### config.mk
export PLATFORM = sky130hd
export DESIGN_NAME = txd_err_latch
export DESIGN_NICKNAME = d
export VERILOG_FILES = /design/src/rtl/txd_pkg.sv /design/src/rtl/txd_err_latch.sv
export SDC_FILE = /design/constraint.sdc
export NUM_CORES = 1
export LEC_CHECK = 0
export BUFFER_PORTS_ARGS = -buffer_cell sky130_fd_sc_hd__buf_2
export CORE_AREA = 2 2 39 41
export CTS_CLUSTER_DIAMETER = 40
export DETAILED_ROUTE_END_ITERATION = 10
export DIE_AREA = 0 0 41 43
export SETUP_SLACK_MARGIN = 0.3
export SYNTH_ARGS = -nofsm -noshare
export SYNTH_HDL_FRONTEND = slang
export SYNTH_SLANG_ARGS = --single-unit
### constraint.sdc
create_clock -name clk -period 0.9 [get_ports clk]
set_input_delay 0.27 -clock clk [delete_from_list [all_inputs] [get_ports clk]]
set_output_delay 0.27 -clock clk [all_outputs]
set_load 0.05 [all_outputs]
### src/rtl/txd_pkg.sv
`timescale 1ns/1ps
package txd_pkg;

  typedef enum logic [3:0] {
    ERR_NONE      = 4'd0,
    ERR_NO_SOP    = 4'd1,
    ERR_SOP_OWN   = 4'd2,
    ERR_NULL_NEXT = 4'd3,
    ERR_ZERO_PTR  = 4'd4,
    ERR_ZERO_LEN  = 4'd5,
    ERR_SHORT     = 4'd6
  } txd_err_e;

  // Priority order of the descriptor rules; the length-sum rule comes last.
  function automatic txd_err_e classify(input logic first, input logic sop,
                                        input logic own, input logic ptr_zero,
                                        input logic len_zero, input logic next_zero,
                                        input logic eop, input logic short_sum);
    txd_err_e c;
    c = ERR_NONE;
    if (first && !sop)               c = ERR_NO_SOP;
    else if (first && !own)          c = ERR_SOP_OWN;
    else if (ptr_zero)               c = ERR_ZERO_PTR;
    else if (len_zero)               c = ERR_ZERO_LEN;
    else if (next_zero && !eop)      c = ERR_NULL_NEXT;
    else if (eop && short_sum)       c = ERR_SHORT;
    return c;
  endfunction

endpackage

### src/rtl/txd_err_latch.sv
`timescale 1ns/1ps
module txd_err_latch
  import txd_pkg::*;
#(
  parameter int CH_W = 3
) (
  input  logic            clk,
  input  logic            rst_n,
  input  logic            capture,
  input  txd_err_e        code,
  input  logic [CH_W-1:0] chan,
  input  logic            stat_rd,
  output logic [3:0]      err_code,
  output logic [CH_W-1:0] err_chan,
  output logic            err_flag
);

  always_ff @(posedge clk or negedge rst_n) begin
    if (!rst_n) begin
      err_code <= '0;
      err_chan <= '0;
      err_flag <= 1'b0;
    end else begin
      if (stat_rd) err_chan <= '0;
      if (capture) begin
        err_code <= code;
        err_chan <= chan;
        err_flag <= 1'b1;
      end
    end
  end

  AST_CODE_HELD: assert property (@(posedge clk) disable iff (!rst_n)
    err_flag |=> (err_code == $past(err_code)));
  AST_CHAN_CLEARED: assert property (@(posedge clk) disable iff (!rst_n)
    (stat_rd && !capture) |=> (err_chan == '0));
  AST_CAPTURE_ONCE: assert property (@(posedge clk) disable iff (!rst_n)
    capture |-> !err_flag);

endmodule

==> reports/metrics.csv <==
stage,metric,value,unit
run_status,outcome,finished with violations,
run_status,violations,negative setup slack,
timing,skew,0,ns
critical_path,worstSetupPathType,register to output port,
route,post_drt_wl_per_cell,12.44,um
floorplanning,rows,14,
grt,grt-ovfl-total,0,
grt,grt_pass1_wl,1055,um
worst_hold_path,hold_class,input pin to register,
yosys,syn_nets,29,
power_and_ir_drop,switching_share,0.2978,
clock_network,clk_path_buf_depth,2,
yosys,synth_area_per_cell,17.59,um^2
yosys,synth-edff-count,0,
critical_path,required,0.63,ns
finish,final_area,510.5,um^2
route,ant_nets,0,
critical_path,end_kind,output port,
timing,hold_slack,0.2492,ns
floorplanning,dieWidth,41,um
finish,regArea,210.2,um^2
yosys,synth_xor_area_frac,0,
clock_network,cts_buffers,3,
clock_network,root_buffer,clkbuf_4,
power_and_ir_drop,combPwrFrac,0.271,
yosys,synth_mux_area_frac,0.1897,
power_and_ir_drop,power.share.sequential,0.445,
clock_network,tritoncts,yes,
yosys,yosysTopAreaCell,dfrtp_1,
timing,tightest_slew,0.2390,ns
clock_network,cts.sinks,8,
yosys,synth_simple_gate_area_frac,0.05534,
clock_network,post-cts-setup-buffer-count,0,
clock_network,path_clk_slew,0.05,ns
grt,antenna_found_initial,0,
power_and_ir_drop,totalPowerFinal,0.0009310,W
critical_path,r2r_slack,0.11,ns
route,dr.pass1.iters,2,
route,vias,224,
critical_path,slowest_stage,dfrtp_2,
power_and_ir_drop,p_per_area,1824,mW/mm^2
route,drc,0,
power_and_ir_drop,p_leak,0.2388,nW
floorplanning,die_h,43,um
floorplanning,ios,19,
clock_network,clk_latency,0.24,ns
critical_path,cp.buffers_inverters,1,
critical_path,crit_chain,buf_6,
job,drv_cap,0,
yosys,netlist_area,316.6,um^2
power_and_ir_drop,p_sw,0.0002773,W
timing,slew_violations,0,
yosys,ys_ff_latch,8,
power_and_ir_drop,clkPwrFrac,0.285,
grt,grt_pass1_vias,276,
timing,fin_crit_sh,1.204,
placement,io_buffers,18,
grt,grt_max_degree,10,
finish,nets,52,
yosys,synth_top_area_frac,0.6324,
timing,hold_viol,0,
yosys,synth_most_common_cell,dfrtp_1,
floorplanning,initial_utilization,0.2288,
floorplanning,core,0.001384,mm^2
yosys,synth_flop_cell,dfrtp_1,
critical_path,max_stage_delay,0.41,ns
yosys,synth_compound_area_frac,0.08696,
power_and_ir_drop,max-vdd-ir-drop,777.1,uV
timing,period_needed,1.084,ns
yosys,synthTopCellsByArea,"dfrtp_1 (63%), mux2_4 (19%), a22o_1 (5.5%)",
placement,routabilityCongestion,0.5873,
timing,max_slew_margin,0.8407,
yosys,synth_fa_ha_area_frac,0,
grt,grt_util_all_layers,0.09635,
critical_path,cp.arrival,0.81,ns
critical_path,critical_path.top_delay_family,flip-flops,
route,first_iter_violations,1,
finish,multiInputGateArea,105.1,um^2
power_and_ir_drop,intPower,0.0006537,W
timing,fmax,922.5,MHz
finish,areaGrowthSynthToFinish,61.26,%
floorplanning,dieArea,0.001763,mm^2
placement,placed_area,425.4,um^2
critical_path,critPathMaxFanout,2,
yosys,seq_area_frac_synth,0.6324,
yosys,synth.distinct_cells,7,
yosys,synth_top_family_by_area,multiplexers,
timing,setup_slack,-0.1840,ns
finish,drive_gt1_frac,0.8974,
yosys,synth_warnings,0,
finish,fillCellCount,142,
critical_path,crit_path_start_kind,register,
timing,setup_violations,8,
route,viasPerCell,4.073,
placement,dpl_worst_slack,-0.05200,ns
finish,diodes,0,
yosys,async_flop_share,1.000,
yosys,synthCells,18,
yosys,synth_commonest_cells,"dfrtp_1 (8), mux2_4 (4), a22o_1 (2)",
clock_network,htreeDepth,1,
route,wirelength,684,um
timing,rsz0062_at_grt,true,
-- layout by cell type, fill, tap and decap left out, drive strengths merged --
cell	instances
a22o	3
buf	17
mux2	4
nor2	1
or2	1
dlygate4sd3	1
dfrtp	8
clkbuf	4
-- power by group through the flow --
stage               Clock, W  Sequential (W)  Combinational, W
floorplan                  0        0.000514         0.0000537
global placement           0        0.000414          0.000212
detailed placement         0        0.000412          0.000215
CTS                 0.000283        0.000414          0.000252
global route        0.000303        0.000417          0.000265
finish              0.000265        0.000414          0.000252
-- stage by stage --
step	utilization	TNS [ns]	instances
5_1_grt	0.3689	-1.652	55
2_1_floorplan	-	-0.03786	18
3_5_place_dp	0.3074	-0.2208	51
6_report	0.3689	-1.412	55
4_1_cts	0.3671	-1.515	55
3_3_place_gp	0.3074	-0.1778	51
-- what timing repair did --
action                                  in CTS  in global routing
hold endpoints to repair                     8                  0
gates resized for setup                     16                  1
pin swaps                                    1                  2
endpoints found under the setup margin      16                 24
hold buffers                                 1                  0
-- logic make-up (layout without fill, tap and decap cells) --
family,Yosys count,in the layout
and+or+nand+nor,2,2
buffers and inverters,1,22
AOI/OAI and AO/OA,3,3
DFF,8,8
muxes,4,4
-- layout make-up --
type,count,share of cell area
repair buffers,19,0.2990
flip-flops and latches,8,0.4118
well taps,16,0.03922
multi-input cells,9,0.2059
clock buffers,3,0.04412
-- flip-flops by register name, indices dropped and copies added, names as in the netlist --
register and cells:
err_flag 1, err_chan 3, err_code 4
-- final timing paths --
| path | from | to | depth (start not counted) |
|---|---|---|---|
| setup / recovery | err_chan[2]$_DFFE_PN0P_ | err_chan[2] | 1 |
| hold / removal | chan[2] | err_chan[2]$_DFFE_PN0P_ | 2 |
| setup reg to reg | err_code[3]$_DFFE_PN0P_ | err_code[3]$_DFFE_PN0P_ | 1 |
| hold reg to reg | err_flag$_DFFE_PN0P_ | err_flag$_DFFE_PN0P_ | 1 |
| max in group asynchronous | rst_n | err_chan[0]$_DFFE_PN0P_ | 2 |
| min in group asynchronous | rst_n | err_code[2]$_DFFE_PN0P_ | 2 |
-- metal layers --
metal	track usage	routed length, um
met5	0	0
met4	0.08000	0
met3	0.03665	87
met2	0.1281	290
met1	0.1163	305
Power figures use the tool's default switching activity.
